$ cat src/rtl/dacc_pkg.sv
package dacc_pkg;

    localparam int WORD_W     = 11;
    localparam int MEM_WORDS  = 100;
    localparam int ADDR_W     = $clog2(MEM_WORDS);
    localparam int VAL_MAX    = 999;
    localparam int DIGIT_BASE = 10;
    localparam int FIELD_MOD  = DIGIT_BASE * DIGIT_BASE;
    localparam int SUB_IN     = 1;
    localparam int SUB_OUT    = 2;
    localparam int SUB_IND_LO = 10;

    typedef logic signed [WORD_W-1:0] word_t;
    typedef logic signed [WORD_W:0]   wide_t;
    typedef logic [ADDR_W-1:0]        addr_t;

    typedef enum logic [3:0] {
        OP_HALT, OP_ADD, OP_SUB, OP_STORE, OP_LOAD, OP_LDI, OP_STI,
        OP_BR, OP_BRZ, OP_BRP, OP_IN, OP_OUT
    } op_e;

    typedef struct packed {
        op_e   op;
        addr_t addr;
    } instr_t;

    typedef enum logic [4:0] {
        ST_FETCH_MAR, ST_FETCH_MDR, ST_FETCH_IR,
        ST_OPND_MAR, ST_PTR_MDR, ST_PTR_MAR, ST_OPND_MDR, ST_ALU,
        ST_ACC_MDR, ST_MEM_WR,
        ST_IN_WAIT, ST_IOR_ACC, ST_ACC_IOR, ST_OUT_STB,
        ST_BRANCH, ST_PC_INC, ST_HALT
    } step_e;

    function automatic word_t clamp_val(wide_t x);
        if (x > wide_t'(VAL_MAX))
            return word_t'(VAL_MAX);
        if (x < -wide_t'(VAL_MAX))
            return -word_t'(VAL_MAX);
        return word_t'(x);
    endfunction

    function automatic instr_t decode_word(word_t w);
        instr_t d;
        int v;
        int hi;
        int lo;
        v      = int'(w);
        d.op   = OP_HALT;
        d.addr = '0;
        if (v >= 0 && v <= VAL_MAX) begin
            hi     = v / FIELD_MOD;
            lo     = v % FIELD_MOD;
            d.addr = addr_t'(lo);
            case (hi)
                1: d.op = OP_ADD;
                2: d.op = OP_SUB;
                3: d.op = OP_STORE;
                4: d.op = OP_LDI;
                5: d.op = OP_LOAD;
                6: d.op = OP_BR;
                7: d.op = OP_BRZ;
                8: d.op = OP_BRP;
                9: begin
                    if (lo == SUB_IN)
                        d.op = OP_IN;
                    else if (lo == SUB_OUT)
                        d.op = OP_OUT;
                    else if (lo >= SUB_IND_LO)
                        d.op = OP_STI;
                end
                default: d.op = OP_HALT;
            endcase
        end
        return d;
    endfunction

    function automatic addr_t ptr_addr(word_t w);
        int v;
        v = int'(w);
        if (v < 0)
            v = -v;
        return addr_t'(v % MEM_WORDS);
    endfunction

    function automatic addr_t next_pc(addr_t p);
        if (p == addr_t'(MEM_WORDS - 1))
            return addr_t'(0);
        return addr_t'(p + 1'b1);
    endfunction

endpackage

$ cat src/rtl/dacc_mem.sv
module dacc_mem
    import dacc_pkg::*;
#(
    parameter int DEPTH = MEM_WORDS
) (
    input  logic  clk,
    input  logic  pl_we,
    input  addr_t pl_addr,
    input  word_t pl_data,
    input  logic  cpu_we,
    input  addr_t cpu_addr,
    input  word_t cpu_wdata,
    output word_t cpu_rdata
);

    word_t cells [DEPTH];

    always_ff @(posedge clk) begin
        if (pl_we && (int'(pl_addr) < DEPTH))
            cells[pl_addr] <= pl_data;
        else if (cpu_we && (int'(cpu_addr) < DEPTH))
            cells[cpu_addr] <= cpu_wdata;
    end

    assign cpu_rdata = (int'(cpu_addr) < DEPTH) ? cells[cpu_addr] : '0;

    // the core only ever writes inside the 100-word range
    a_r4_write_in_range: assert property (@(posedge clk)
        cpu_we |-> (int'(cpu_addr) < DEPTH));

endmodule

$ cat src/rtl/dacc_alu.sv
module dacc_alu
    import dacc_pkg::*;
(
    input  op_e   op,
    input  word_t acc,
    input  word_t opnd,
    output word_t result,
    output logic  take_branch
);

    wide_t acc_w;
    wide_t opnd_w;

    assign acc_w  = wide_t'(acc);
    assign opnd_w = wide_t'(opnd);

    always_comb begin
        case (op)
            OP_ADD:  result = clamp_val(acc_w + opnd_w);
            OP_SUB:  result = clamp_val(acc_w - opnd_w);
            default: result = clamp_val(opnd_w);
        endcase
    end

    always_comb begin
        case (op)
            OP_BR:   take_branch = 1'b1;
            OP_BRZ:  take_branch = (acc == '0);
            OP_BRP:  take_branch = !acc[WORD_W-1];
            default: take_branch = 1'b0;
        endcase
    end

endmodule

$ cat src/rtl/dacc_seq.sv
module dacc_seq
    import dacc_pkg::*;
(
    input  logic  clk,
    input  logic  rst,
    input  word_t mem_rdata,
    output logic  mem_we,
    output addr_t mem_addr,
    output word_t mem_wdata,
    output op_e   alu_op,
    output word_t alu_acc,
    output word_t alu_opnd,
    input  word_t alu_res,
    input  logic  alu_take,
    input  word_t in_data,
    input  logic  in_valid,
    output logic  in_ready,
    output word_t out_data,
    output logic  out_valid,
    output logic  halted
);

    step_e  state;
    addr_t  pc;
    addr_t  mar;
    word_t  ir;
    word_t  mdr;
    word_t  acc;
    word_t  ior;
    instr_t ir_dec;
    instr_t mdr_dec;

    always_comb begin
        ir_dec  = decode_word(ir);
        mdr_dec = decode_word(mdr);
    end

    always_ff @(posedge clk) begin
        if (rst) begin
            state <= ST_FETCH_MAR;
            pc    <= '0;
            mar   <= '0;
            ir    <= '0;
            mdr   <= '0;
            acc   <= '0;
            ior   <= '0;
        end else begin
            case (state)
                ST_FETCH_MAR: begin
                    mar   <= pc;
                    state <= ST_FETCH_MDR;
                end
                ST_FETCH_MDR: begin
                    mdr   <= mem_rdata;
                    state <= ST_FETCH_IR;
                end
                ST_FETCH_IR: begin
                    ir <= mdr;
                    case (mdr_dec.op)
                        OP_ADD, OP_SUB, OP_LOAD, OP_STORE, OP_LDI, OP_STI:
                            state <= ST_OPND_MAR;
                        OP_IN:                 state <= ST_IN_WAIT;
                        OP_OUT:                state <= ST_ACC_IOR;
                        OP_BR, OP_BRZ, OP_BRP: state <= ST_BRANCH;
                        default:               state <= ST_HALT;
                    endcase
                end
                ST_OPND_MAR: begin
                    mar <= ir_dec.addr;
                    if (ir_dec.op == OP_LDI || ir_dec.op == OP_STI)
                        state <= ST_PTR_MDR;
                    else if (ir_dec.op == OP_STORE)
                        state <= ST_ACC_MDR;
                    else
                        state <= ST_OPND_MDR;
                end
                ST_PTR_MDR: begin
                    mdr   <= mem_rdata;
                    state <= ST_PTR_MAR;
                end
                ST_PTR_MAR: begin
                    mar   <= ptr_addr(mdr);
                    state <= (ir_dec.op == OP_STI) ? ST_ACC_MDR : ST_OPND_MDR;
                end
                ST_OPND_MDR: begin
                    mdr   <= mem_rdata;
                    state <= ST_ALU;
                end
                ST_ALU: begin
                    acc   <= alu_res;
                    state <= ST_PC_INC;
                end
                ST_ACC_MDR: begin
                    mdr   <= acc;
                    state <= ST_MEM_WR;
                end
                ST_MEM_WR: state <= ST_PC_INC;
                ST_IN_WAIT: begin
                    if (in_valid) begin
                        ior   <= clamp_val(wide_t'(in_data));
                        state <= ST_IOR_ACC;
                    end
                end
                ST_IOR_ACC: begin
                    acc   <= ior;
                    state <= ST_PC_INC;
                end
                ST_ACC_IOR: begin
                    ior   <= acc;
                    state <= ST_OUT_STB;
                end
                ST_OUT_STB: state <= ST_PC_INC;
                ST_BRANCH: begin
                    pc    <= alu_take ? ir_dec.addr : next_pc(pc);
                    state <= ST_FETCH_MAR;
                end
                ST_PC_INC: begin
                    pc    <= next_pc(pc);
                    state <= ST_FETCH_MAR;
                end
                ST_HALT: state <= ST_HALT;
                default: state <= ST_FETCH_MAR;
            endcase
        end
    end

    assign mem_we    = (state == ST_MEM_WR);
    assign mem_addr  = mar;
    assign mem_wdata = mdr;
    assign alu_op    = ir_dec.op;
    assign alu_acc   = acc;
    assign alu_opnd  = mdr;
    assign in_ready  = (state == ST_IN_WAIT);
    assign out_valid = (state == ST_OUT_STB);
    assign out_data  = ior;
    assign halted    = (state == ST_HALT);

    a_r10_pc_bound: assert property (@(posedge clk) disable iff (rst)
        int'(pc) < MEM_WORDS);

    a_r2_mar_bound: assert property (@(posedge clk) disable iff (rst)
        int'(mar) < MEM_WORDS);

    a_r11_acc_range: assert property (@(posedge clk) disable iff (rst)
        (acc <= word_t'(VAL_MAX)) && (acc >= -word_t'(VAL_MAX)));

    a_r6_strobe_single: assert property (@(posedge clk) disable iff (rst)
        out_valid |=> !out_valid);

    a_r8_halt_sticky: assert property (@(posedge clk) disable iff (rst)
        halted |=> halted && $stable(pc) && !out_valid);

    a_r5_in_stall: assert property (@(posedge clk) disable iff (rst)
        (in_ready && !in_valid) |=> in_ready && $stable(acc));

    a_r7_branch_target: assert property (@(posedge clk) disable iff (rst)
        (state == ST_BRANCH && alu_take) |=> (pc == $past(ir_dec.addr)));

endmodule

$ cat src/rtl/decimal_acc_cpu.sv
module decimal_acc_cpu
    import dacc_pkg::*;
(
    input  logic                     clk,
    input  logic                     rst,
    input  logic                     pl_we,
    input  logic [ADDR_W-1:0]        pl_addr,
    input  logic signed [WORD_W-1:0] pl_data,
    input  logic signed [WORD_W-1:0] in_data,
    input  logic                     in_valid,
    output logic                     in_ready,
    output logic signed [WORD_W-1:0] out_data,
    output logic                     out_valid,
    output logic                     halted
);

    word_t mem_rdata;
    logic  mem_we;
    addr_t mem_addr;
    word_t mem_wdata;
    op_e   alu_op;
    word_t alu_acc;
    word_t alu_opnd;
    word_t alu_res;
    logic  alu_take;

    dacc_mem #(.DEPTH(MEM_WORDS)) u_mem (
        .clk       (clk),
        .pl_we     (pl_we),
        .pl_addr   (pl_addr),
        .pl_data   (pl_data),
        .cpu_we    (mem_we),
        .cpu_addr  (mem_addr),
        .cpu_wdata (mem_wdata),
        .cpu_rdata (mem_rdata)
    );

    dacc_alu u_alu (
        .op          (alu_op),
        .acc         (alu_acc),
        .opnd        (alu_opnd),
        .result      (alu_res),
        .take_branch (alu_take)
    );

    dacc_seq u_seq (
        .clk       (clk),
        .rst       (rst),
        .mem_rdata (mem_rdata),
        .mem_we    (mem_we),
        .mem_addr  (mem_addr),
        .mem_wdata (mem_wdata),
        .alu_op    (alu_op),
        .alu_acc   (alu_acc),
        .alu_opnd  (alu_opnd),
        .alu_res   (alu_res),
        .alu_take  (alu_take),
        .in_data   (in_data),
        .in_valid  (in_valid),
        .in_ready  (in_ready),
        .out_data  (out_data),
        .out_valid (out_valid),
        .halted    (halted)
    );

endmodule

$ cat config.mk
export PLATFORM = sky130hd
export DESIGN_NAME = decimal_acc_cpu
export DESIGN_NICKNAME = d
export VERILOG_FILES = /design/src/rtl/dacc_pkg.sv /design/src/rtl/dacc_mem.sv /design/src/rtl/dacc_alu.sv /design/src/rtl/dacc_seq.sv /design/src/rtl/decimal_acc_cpu.sv
export SDC_FILE = /design/constraint.sdc
export NUM_CORES = 1
export LEC_CHECK = 0
export BUFFER_PORTS_ARGS = -buffer_cell sky130_fd_sc_hd__buf_2
export CORE_MARGIN = 1.5
export CORE_UTILIZATION = 63
export DETAILED_ROUTE_END_ITERATION = 8
export PLACE_DENSITY_LB_ADDON = 0.08
export SLEW_MARGIN = 20
export SYNTH_ARGS = -nofsm -noshare
export SYNTH_HDL_FRONTEND = slang
export SYNTH_SLANG_ARGS = --single-unit
$ cat constraint.sdc
create_clock -name clk -period 7.5 [get_ports clk]
set_input_delay 1.5 -clock clk [delete_from_list [all_inputs] [get_ports clk]]
set_output_delay 1.5 -clock clk [all_outputs]
set_load 0.05 [all_outputs]
### Word level (Yosys, flattened, before mapping)

Memories as Yosys holds them, arrays and structs flattened. A register that Yosys moved wholly into a read port is not among the register bits.
Cells that the tools add are included.

* register bits after elaboration: 63
* latch bits: 0
* bits in writable memories: 1100
* ROM bits: 80
* input bits: 33
* output and inout port bits: 14
* logic and storage cells: 187
* memories kept: 2

* add/subtract/negate cells: 4
* multiply operators: 0
* divide/modulo/power cells: 5
* order comparisons: 17
* eq/ne operators: 48
* shift-type cells: 0
* muxes and demuxes: 86
* bitwise logic cells: 0
* reduce and logical (&&, ||, !) cells: 18

Memory list
* u_mem.cells: words 100, width 11, read ports 1, clocked after Yosys merged registers in 1, write ports 1, RTL line dacc_mem.sv:16 `word_t cells [DEPTH];`
* (no name shown): words 16, width 5, read ports 1, clocked after Yosys merged registers in 0, write ports 0, RTL line dacc_seq.sv:59 `case (mdr_dec.op)`

Operator list (number)
* == test 32 x 3 -> 1 bit, second input constant: 10
* 2-to-1 mux 11 bit: 21
* == test 32 x 2 -> 1 bit, second input constant: 6
* == test 32 x 4 -> 1 bit, second input constant: 4
* remainder unit 32 x 8 -> 32 bit, second input constant: 3
* 2-to-1 mux 32 bit: 3
* case mux 11 bit (2 select lines): 4
* case mux 4 bit (9 select lines): 2
* divider 32 x 8 -> 32 bit, second input constant: 2
* == test 32 x 1 -> 1 bit, second input constant: 2
* >= comparator 32 x 5 -> 1 bit, second input constant: 2
* case mux 5 bit (12 select lines): 1
* 2-to-1 mux 7 bit: 7
* == test 5 x 4 -> 1 bit, second input constant: 8
* 2-to-1 mux 1 bit: 35
* negator 11 -> 32 bit: 1
* > comparator 12 x 11 -> 1 bit, second input constant: 2
* less-than comparator 12 x 11 -> 1 bit, second input constant: 2
* 2-to-1 mux 4 bit: 6
* >= comparator 11 x 1 -> 1 bit, second input constant: 2
* > comparator 11 bit, second input constant: 2
* <= comparator 11 bit, second input constant: 2
* less-than comparator 11 bit, second input constant: 2
* case mux 7 bit (3 select lines): 1
* other kinds (31): 48

### Longest topological paths before layout

Gate-level depths: netlist (run 1).

* depth after elaboration: 16
* depth in mapped cells: 27
* gate-level depth less buffers: 24

### Cells and area by module

Synthesis (run 1) repeated with hierarchy kept, for this count alone.

* cells, all modules: 3331
* area total of the unflattened synthesis: 51821.0 µm²

Modules (own cells, without submodules)
* dacc_mem: instances 1, cells each 2173, area an instance 43316.5 µm², sequential area each 33031.7 µm²
* dacc_seq: instances 1, cells each 888, area an instance 6633.9 µm², sequential area each 1261.2 µm²
* dacc_alu: instances 1, cells each 270, area an instance 1870.5 µm², sequential area each 0.0 µm²

### Worst setup path before layout (run 1)

Ideal clock, no wire load.

* path kind: reg2reg
* start: reg u_seq.ir[0]
* end: reg u_seq.pc[0]
* arrival: 5.697 ns
* required time: 7.362 ns
* path slack: 1.665 ns
* stages on the path, launching flop included: 28
* cell sequence: dfxtp_1 > buf_2 > inv_1 > ha_1 > or4b_4 > nor4_4 > o221a_4 > a2111oi_1 > or2_1 > buf_6 > or3_4 > and2_4 > buf_6 > mux2_4 > and3_4 > o21ai_4 > inv_2 > ha_1 > nor2_1 > xnor2_1 > nand3_1 > a211oi_1 > o311ai_1 > a211oi_1 > o22ai_2 > a21oi_4 > mux2i_1 > a211oi_1

* word-level cells in the longest chain between the ends: 11
* elaborated cells between the ends (all ways): 28
* classes of those cells: div: 2; order compare: 3; eq/ne: 14; mux: 8; reduce/logical: 1

Ends and longest elaborated chain
* start, declared: RTL line dacc_seq.sv:26 `word_t ir;`
* start signal, assigned: RTL line dacc_seq.sv:58 `ir <= mdr;`
* remainder unit 32 x 8 -> 32 bit: RTL line dacc_pkg.sv:53 `lo = v % FIELD_MOD;`
* >= comparator 32 x 5 -> 1 bit: RTL line dacc_pkg.sv:69 `else if (lo >= SUB_IND_LO)`
* 2-to-1 mux 3 bit: RTL line dacc_pkg.sv:69
* 2-to-1 mux 4 bit: RTL line dacc_pkg.sv:67 `else if (lo == SUB_OUT)`
* 2-to-1 mux 4 bit: RTL line dacc_pkg.sv:65 `if (lo == SUB_IN)`
* case mux 4 bit (9 select lines): RTL line dacc_pkg.sv:55 `case (hi)`
* 2-to-1 mux 11 bit *: RTL line dacc_pkg.sv:51 `if (v >= 0 && v <= VAL_MAX) begin`
* == test 4 bit / == test 4 x 3 -> 1 bit (equally long branches): RTL line dacc_alu.sv:26 `case (op)`
* case mux 1 bit (3 select lines): RTL line dacc_alu.sv:26
* 2-to-1 mux 7 bit *: RTL line dacc_seq.sv:114 `pc <= alu_take ? ir_dec.addr : next_pc(pc);`
* case mux 7 bit (2 select lines) *: RTL line dacc_seq.sv:48 `case (state)`
* end signal, assigned: RTL line dacc_seq.sv:114
* end signal, assigned: RTL line dacc_seq.sv:118 `pc <= next_pc(pc);`
* end, declared: RTL line dacc_seq.sv:24 `addr_t pc;`

Mark *: on every way between the ends. The rest lies on a longest branch, timed or not.
A chain may end at the register's enable or synchronous reset.

### Worst setup path after layout (run 1)

* start: reg u_seq.ir[0]
* end: reg u_seq.acc[0], in the netlist u_seq.alu_acc[0]

* word-level cells in the longest chain between the ends: 10
* elaborated cells between the ends (all ways): 26
* classes of those cells: div: 2; order compare: 3; eq/ne: 13; mux: 7; reduce/logical: 1

Ends and longest elaborated chain
* remainder unit 32 x 8 -> 32 bit: RTL line dacc_pkg.sv:53
* >= comparator 32 x 5 -> 1 bit: RTL line dacc_pkg.sv:69
* 2-to-1 mux 3 bit: RTL line dacc_pkg.sv:69
* 2-to-1 mux 4 bit: RTL line dacc_pkg.sv:67
* 2-to-1 mux 4 bit: RTL line dacc_pkg.sv:65
* case mux 4 bit (9 select lines): RTL line dacc_pkg.sv:55
* 2-to-1 mux 11 bit *: RTL line dacc_pkg.sv:51
* == test 4 x 2 -> 1 bit / == test 4 x 1 -> 1 bit (equally long branches)
* case mux 11 bit (2 select lines) *: RTL line dacc_alu.sv:18 `case (op)`
* case mux 11 bit (2 select lines) *: RTL line dacc_seq.sv:48
* end signal, assigned: RTL line dacc_seq.sv:90 `acc <= alu_res;`
* end signal, assigned: RTL line dacc_seq.sv:105 `acc <= ior;`
* end, declared: RTL line dacc_seq.sv:28 `word_t acc;`

Marks and branches as above.

==> impl_metrics.py, run 1 <==
metrics = {
    "status": {
        "status": "finished, final reports clean",
    },
    "critical_path": {
        "end_kind": "flip-flop",
        "arrival_ns": 7.58,
        "cpPeakStageDelay_ns": 0.54,
        "critPathSlowestCell": "or4b_4",
        "path_depth": 23,
        "path_max_fanout": 13,
        "rr_worst_depth": 23,
        "crit_chain": "inv_1 > ha_1 > or4b_4 > nor4_4 > o221ai_1 > nor4_1 > or2_1 > o21ai_1 > nand2_1 > xnor2_1 > a21oi_2 > o21ai_4 > inv_2 > ha_1 > nor2_1 > xnor2_1 > and2_1 > nand3_1 > nand2_1 > mux2_2 > o2111ai_1 > o211ai_1 > a21oi_1",
        "worst-setup-path-type": "flip-flop to flip-flop",
        "critical_path_required_ns": 8.10,
        "path_delay_family": "simple AND/OR/NAND/NOR gates",
        "worst-path-buf-inv": 2,
        "worst_setup_path_start_kind": "flip-flop",
    },
    "drt": {
        "wl_per_cell_um": 31.0,
        "drc_errors": 0,
        "drt_iter0_drc": 3560,
        "ant_nets": 0,
        "viasPerCell": 6.96,
        "routed_wl_um": 128000,
        "vias": 28700,
        "drt_pass1_iterations": 5,
    },
    "placed_design": {
        "portBuffers": 46,
        "dp_hpwl_um": 75500,
        "gp_congestion": 0.929,
    },
    "die": {
        "core-area_um2": 79300,
        "dieArea_um2": 82100,
        "die_w_um": 287,
        "start_util": 0.639,
        "pin_count": 47,
        "dieHeight_um": 287,
        "rows": 103,
    },
    "layout": {
        "nNetsFinal": 3044,
        "drive_above_1_share": 0.232,
        "nFillCells": 4875,
        "synthToLayoutAreaGrowth_pct": 10.6,
    },
    "clock_network": {
        "cts_root_buf": "clkbuf_16",
        "holdBufCountCts": 0,
        "cts_tree": "built",
        "htreeDepth": 3,
        "cts_made_buffers": 111,
        "cts_num_sinks": 1170,
        "path_clk_slew_ns": 0.06,
        "cts_buffer_depth": 3,
        "clk_latency_ns": 0.72,
        "cts-resized-gates": 0,
        "cts_setup_buffers": 0,
    },
    "sta": {
        "clock_skew_ns": 0.0741,
        "whs_ns": 0.541,
        "worst_slew_pin_slew_ns": 1.18,
        "rsz0062_at_grt": "false",
        "hold_violations": 0,
        "finalCritPeriodShare": 0.931,
        "setup_viol": 0,
        "max_freq_mhz": 143,
        "fin_setup_tns_ns": 0,
        "slew_headroom": 0.211,
        "period_needed_ns": 6.98,
        "slew_viol_final": 0,
    },
    "synthesis": {
        "ys_async_sr_fraction": 0,
        "synth_ff_type": "edfxtp_1",
        "post-synth-top-area-cell": "edfxtp_1",
        "synthTopCellsByArea": "edfxtp_1, mux4_2, dfxtp_1, nor2_1, nand2_1",
        "synth_commonest_cells": "edfxtp_1, mux4_2, nor2_1, nand2_1, a21oi_1",
        "synth_cell_types": 102,
        "yosysWarnings": 0,
        "synth_top_area_share": 0.652,
        "yosys.cell_count.top_type": "edfxtp_1",
        "avgSynthCellArea_um2": 17.2,
        "synth_edf_count": 1100,
        "ys_ff_latch": 1170,
        "syn_inst": 2939,
        "yosysSeqAreaShare": 0.680,
        "syn-num-nets": 3007,
        "synth_area_um2": 50700,
    },
    "global_route": {
        "antenna_found_initial": 8,
        "grt_pass1_wl_um": 190000,
        "grt_usage": 0.318,
        "grt_max_degree": 144,
        "grt-ovfl-total": 0,
        "grt_pass1_vias": 28300,
    },
    "worst_hold_path": {
        "hold_depth": 2,
        "hold_path_class": "flip-flop to flip-flop",
    },
    "pwr": {
        "p_leak_nw": 17.4,
        "p_per_area_nw_per_um2": 332,
        "ir_drop_v": 0.000264,
    },
    "run": {
        "drv_cap": 0,
    },
}
worst register-to-register path, delay by kind of cell (launching register included):
kind	cells	cell delay [ns]
flops	1	0.45
simple gates	9	3.10
mux	1	0.39
fa+ha+maj	2	0.48
compound gates	7	1.53
xor+xnor	2	0.65
buf+inv	2	0.32
power by group:
group / total (mW) / leakage, nW / internal, mW / switching (mW)
Combinational: 5.10 / 5.06 / 2.08 / 3.02
Sequential: 7.51 / 10.5 / 7.25 / 0.258
Clock: 6.01 / 1.90 / 3.51 / 2.50
area by class of cell:
type | count | area [um2] | share of cell area
Inverter | 48 | 180 | 0.00321
Clock buffer | 133 | 2910 | 0.0520
Timing Repair Buffer | 86 | 608 | 0.0109
Antenna cell | 3 | 7.51 | 0.000134
Multi-Input combinational cell | 1559 | 15500 | 0.277
Tap cell | 1050 | 1310 | 0.0234
Sequential cell | 1170 | 34400 | 0.615
Clock inverter | 74 | 1030 | 0.0183
final timing paths:
path	startpoint	end	slack, ns
max	u_seq.ir[0]	u_seq.alu_acc[0]	0.52
min reg2reg	u_seq.out_data[3]	u_seq.out_data[3]	0.54
min	u_seq.out_data[3]	u_seq.out_data[3]	0.54
max reg2reg	u_seq.ir[0]	u_seq.alu_acc[0]	0.52
cells by family after synthesis:
family                     after synthesis  share of synthesized area
AOI/OAI and AO/OA                      447                     0.0602
xor gates and xnor gates                47                    0.00813
adders and majority gates               38                    0.00953
buffers and inverters                  210                     0.0163
DFF                                   1170                      0.680
muxes                                  401                      0.167
and+or+nand+nor                        626                     0.0593
registers in the layout, indices dropped and copies added, names as in the netlist, named ones only:
signal          flops
u_seq.state         5
u_seq.mem_addr      7
u_seq.pc            7
u_seq.out_data     11
u_mem.cells      1100
u_seq.ir           11
u_seq.alu_opnd     11
u_seq.alu_acc      11
cells in the final DEF (no fill, tap or decap), types with 11 or more instances in the layout:
cell	netlist	layout
nand4_1	17	17
mux2_2	26	15
nor2_1	243	218
buf_2	11	46
ha_1	33	33
mux2_4	1	11
mux2i_1	22	22
clkinv_1	0	23
o22ai_1	16	16
nand2_1	148	144
xnor2_1	35	35
inv_1	45	45
clkbuf_1	101	18
bufinv_16	0	21
edfxtp_1	1100	1100
or3_1	12	12
a22oi_1	17	17
o21a_1	11	11
or4_1	11	11
clkbuf_16	0	112
o31ai_1	14	14
nor2b_1	16	15
a21o_1	13	13
nand2b_1	22	22
a21oi_1	105	105
o211ai_1	12	12
o21ai_0	81	81
xor2_1	12	12
nor2_2	1	26
a31oi_1	26	26
nor3_1	45	44
dfxtp_1	70	65
and3_1	11	11
clkinv_2	0	17
nand3_1	28	28
a211oi_1	35	35
nor4_1	15	15
buf_4	0	33
mux4_2	352	352
per-stage QoR:
step	worst slack [ns]	power, mW	util	instance area [um2]	cells
global placement	0.789	12.6	0.656	52000	3912
detailed placement	0.548	12.6	0.656	52000	3912
floorplan	1.66	11.2	-	50700	2939
global route	0.0256	19.3	0.707	56000	4120
finish	0.516	18.6	0.707	56000	4123
CTS	0.492	18.6	0.706	55900	4119
routing by layer:
layer  GRT usage  wire, um  up-vias
met1       0.456     50000    14800
met4       0.108      4800        8
met3      0.0468     10200      264
met2       0.511     62800     1531
li1            -         -    12100
met5           0        39        -
Power figures use the tool's default switching activity.
==> run 2, diff against run 1 <==
--- a/config.mk
+++ b/config.mk
@@ -6,11 +6,12 @@
 export NUM_CORES = 1
 export LEC_CHECK = 0
 export BUFFER_PORTS_ARGS = -buffer_cell sky130_fd_sc_hd__buf_2
-export CORE_MARGIN = 1.5
 export CORE_UTILIZATION = 63
+export CTS_BUF_LIST = sky130_fd_sc_hd__clkbuf_16
 export DETAILED_ROUTE_END_ITERATION = 8
 export PLACE_DENSITY_LB_ADDON = 0.08
 export SLEW_MARGIN = 20
 export SYNTH_ARGS = -nofsm -noshare
 export SYNTH_HDL_FRONTEND = slang
+export SYNTH_HIERARCHICAL = 1
 export SYNTH_SLANG_ARGS = --single-unit
==> run 2 against run 1 <==
Largest power group unchanged. Worst hold slack got worse by 0.051 ns. Maximum frequency decreased by 3.3%. Highest routed layer unchanged. The flow now finishes with violations (DRC). Largest cell class unchanged. Clock skew decreased by 0.048 ns.
==> impl_metrics.py, run 2 <==
metrics = {
    "status": {
        "status": "finished, violations left",
        "violations": "DRC",
    },
    "clock_network": {
        "htreeDepth": 3,
        "cts_root_buf": "clkbuf_16",
        "holdBufCountCts": 0,
        "clk_latency_ns": 0.68,
        "cts_buffer_depth": 3,
        "cts_made_buffers": 111,
        "path_clk_slew_ns": 0.06,
        "cts_num_sinks": 1163,
        "cts_tree": "built",
    },
    "synthesis": {
        "synthMuxAreaShare": 0.127,
        "synth_area_um2": 51800,
        "synth-compound-area-share": 0.0984,
        "synthTopCellsByArea": "edfxtp_1, mux4_2, mux2i_1, dfxtp_1, nor2_1",
        "syn-num-nets": 3401,
        "synth_ff_type": "edfxtp_1",
        "ys_ff_latch": 1163,
        "synth_top_area_share": 0.637,
        "synth_cell_types": 119,
        "synthXorXnorAreaFrac": 0.00642,
        "synth-adder-area-share": 0.00961,
        "post-synth-top-area-cell": "edfxtp_1",
        "ys_async_sr_fraction": 0,
        "synth_edf_count": 1100,
        "syn_inst": 3331,
        "yosys.cell_count.top_type": "edfxtp_1",
        "synth_commonest_cells": "edfxtp_1, nor2_1, nand2_1, mux4_2, mux2i_1",
        "yosysWarnings": 6,
        "synth-simple-area-share": 0.0708,
        "synth_top_family_by_area": "multiplexers",
        "avgSynthCellArea_um2": 15.6,
        "yosysSeqAreaShare": 0.662,
    },
    "sta": {
        "period_needed_ns": 7.22,
        "worst_slew_pin_slew_ns": 1.23,
        "fin_setup_tns_ns": 0,
        "clock_skew_ns": 0.0260,
        "max_freq_mhz": 138,
        "finalCritPeriodShare": 0.963,
        "setup_viol": 0,
        "rsz0062_at_grt": "false",
        "slew_viol_final": 0,
        "hold_violations": 0,
        "whs_ns": 0.490,
        "slew_headroom": 0.166,
    },
    "pwr": {
        "p_leak_nw": 18.3,
        "internal-power_mw": 12.5,
        "seqPwrFrac": 0.396,
        "pwr-share-comb": 0.317,
        "swShare": 0.337,
        "ir_drop_v": 0.000282,
        "switchingPower_mw": 6.33,
        "pwr-share-clk": 0.287,
        "p_per_area_nw_per_um2": 331,
    },
    "drt": {
        "vias": 31900,
        "ant_nets": 0,
        "drc_errors": 1,
        "drt_pass1_iterations": 9,
        "routed_wl_um": 136000,
        "wl_per_cell_um": 30.3,
        "viasPerCell": 7.07,
        "drt_iter0_drc": 3687,
    },
    "global_route": {
        "grt_pass1_wl_um": 201000,
        "grt_pass1_vias": 30800,
        "grt_max_degree": 110,
        "grt-ovfl-total": 0,
        "antenna_found_initial": 1,
        "grt_usage": 0.330,
    },
    "critical_path": {
        "path_delay_family": "simple AND/OR/NAND/NOR gates",
        "worst-path-buf-inv": 2,
        "end_kind": "flip-flop",
        "worst-setup-path-type": "flip-flop to flip-flop",
        "path_max_fanout": 8,
        "crit_chain": "or4_4 > nor2_1 > a311oi_2 > or3_4 > a21o_1 > o311a_2 > mux2_4 > nor2_4 > mux2_2 > a21o_1 > inv_2 > ha_1 > mux2_2 > nor2_1 > nand2_1 > o21ai_1 > a21oi_1 > or4b_2 > nand2_1 > buf_4 > o22ai_1 > or3_1 > a222oi_1 > nor2_1",
        "critPathSlowestCell": "or4b_2",
        "r2r-end": "u_seq/alu_acc[6]",
        "cpPeakStageDelay_ns": 0.76,
        "worst_setup_path_start_kind": "flip-flop",
        "setup.worst_path.start": "u_seq/ir[3]",
        "arrival_ns": 7.75,
        "cp_common_cell": "nor2_1",
        "rr_startpoint": "u_seq/ir[3]",
        "reg2reg_slack_ns": 0.28,
        "rr_worst_depth": 24,
        "critical_path_required_ns": 8.03,
    },
    "layout": {
        "num_antenna_cells": 0,
        "synthToLayoutAreaGrowth_pct": 9.58,
        "drive_above_1_share": 0.201,
        "layout_commonest_cell": "edfxtp_1",
        "nNetsFinal": 3425,
        "layout_common_cells": "edfxtp_1, nor2_1, mux4_2",
        "largest_register_ffs": 1100,
        "top_register": "u_mem/cells",
    },
    "worst_hold_path": {
        "hold_path_class": "flip-flop to flip-flop",
        "hp-start": "u_seq/out_data[9]",
        "hold_end": "u_seq/out_data[9]",
        "hold_depth": 2,
    },
    "die": {
        "start_util": 0.640,
        "dieArea_um2": 83400,
        "rows": 104,
        "dieHeight_um": 289,
        "die_w_um": 289,
        "core-area_um2": 80900,
        "pin_count": 47,
    },
    "placed_design": {
        "dp_hpwl_um": 83700,
        "gp_congestion": 0.941,
        "portBuffers": 46,
    },
    "run": {
        "drv_cap": 0,
    },
}
==> run 2: cell types whose count changed after synthesis, moves of 30 or more <==
cell      before  now
a211o_1        6   45
buf_1         47    8
buf_4          0   30
mux2_2        26   67
mux2i_1       22  159
mux4_2       352  182
nand2_1      148  184
o221ai_1       9   43
o22ai_1       16   72
==> run 2: worst max-delay path by stage <==
| stage | to | slack [ns] | depth (start not counted) |
|---|---|---|---|
| global route | u_seq/alu_acc[3] | 0.02 | 31 |
| finish | u_seq/alu_acc[6] | 0.28 | 24 |
| floorplan | u_seq/alu_acc[3] | 0.18 | 30 |
| CTS | u_seq/alu_acc[6] | 0.003 | 28 |
| detailed placement | u_seq/alu_acc[3] | 0.09 | 30 |
| global placement | u_seq/alu_acc[4] | 0.24 | 30 |
==> run 2: routing by layer <==
layer  global-route usage  wire (um)
met1                0.470      53300
met2                0.518      64700
met3               0.0579      12900
met4                0.121       5440
met5                    0         13
==> run 2: worst min-delay path: cells and delay by family (launching register included) <==
kind | cells | cell delay (ns)
DFF | 1 | 0.33
and+or+nand+nor | 1 | 0.06
AOI/OAI and AO/OA | 1 | 0.05
==> run 2: power groups by stage <==
stage                     registers (mW)  clock network, mW  logic (mW)
after floorplan                     7.41                  0        4.32
after global placement              7.59                  0        5.73
after detailed placement            7.59                  0        5.77
after CTS                           7.46               5.44        5.81
after global routing                7.47               5.68        6.32
final                               7.46               5.39        5.96
==> run 2: what timing repair did <==
action	in CTS	in global routing
endpoints found under the setup margin	0	19
buffers inserted	0	3
resized for setup	0	14
==> run 2: cell type report <==
cell class / instances / area [um2]
sequential: 1163 / 34300
fill: 5262 / 24200
multi-input combinational: 1908 / 16600
clock buffer: 113 / 2830
tap: 1060 / 1330
timing repair buffer: 119 / 861
clock inverter: 94 / 682
inverter: 52 / 195
==> run 2: per-stage QoR <==
| stage | instance area, um2 | power [mW] | instances | util | setup WS (ns) |
|---|---|---|---|---|---|
| after floorplan | 51800 | 11.7 | 3331 | - | 0.180 |
| after global routing | 56800 | 19.5 | 4509 | 0.702 | 0.0209 |
| after detailed placement | 53000 | 13.4 | 4298 | 0.654 | 0.0908 |
| final | 56800 | 18.8 | 4509 | 0.702 | 0.277 |
| after global placement | 52900 | 13.3 | 4297 | 0.654 | 0.238 |
| after CTS | 56500 | 18.7 | 4505 | 0.698 | 0.00286 |
==> run 2: cell families (layout without fill, tap and decap cells) <==
kind of cell / Yosys count / after routing
DFF: 1163 / 1163
and+or+nand+nor: 757 / 757
AOI/OAI and AO/OA: 655 / 655
muxes: 419 / 419
buffers and inverters: 260 / 378
adders and majority gates: 39 / 39
xor gates and xnor gates: 38 / 38
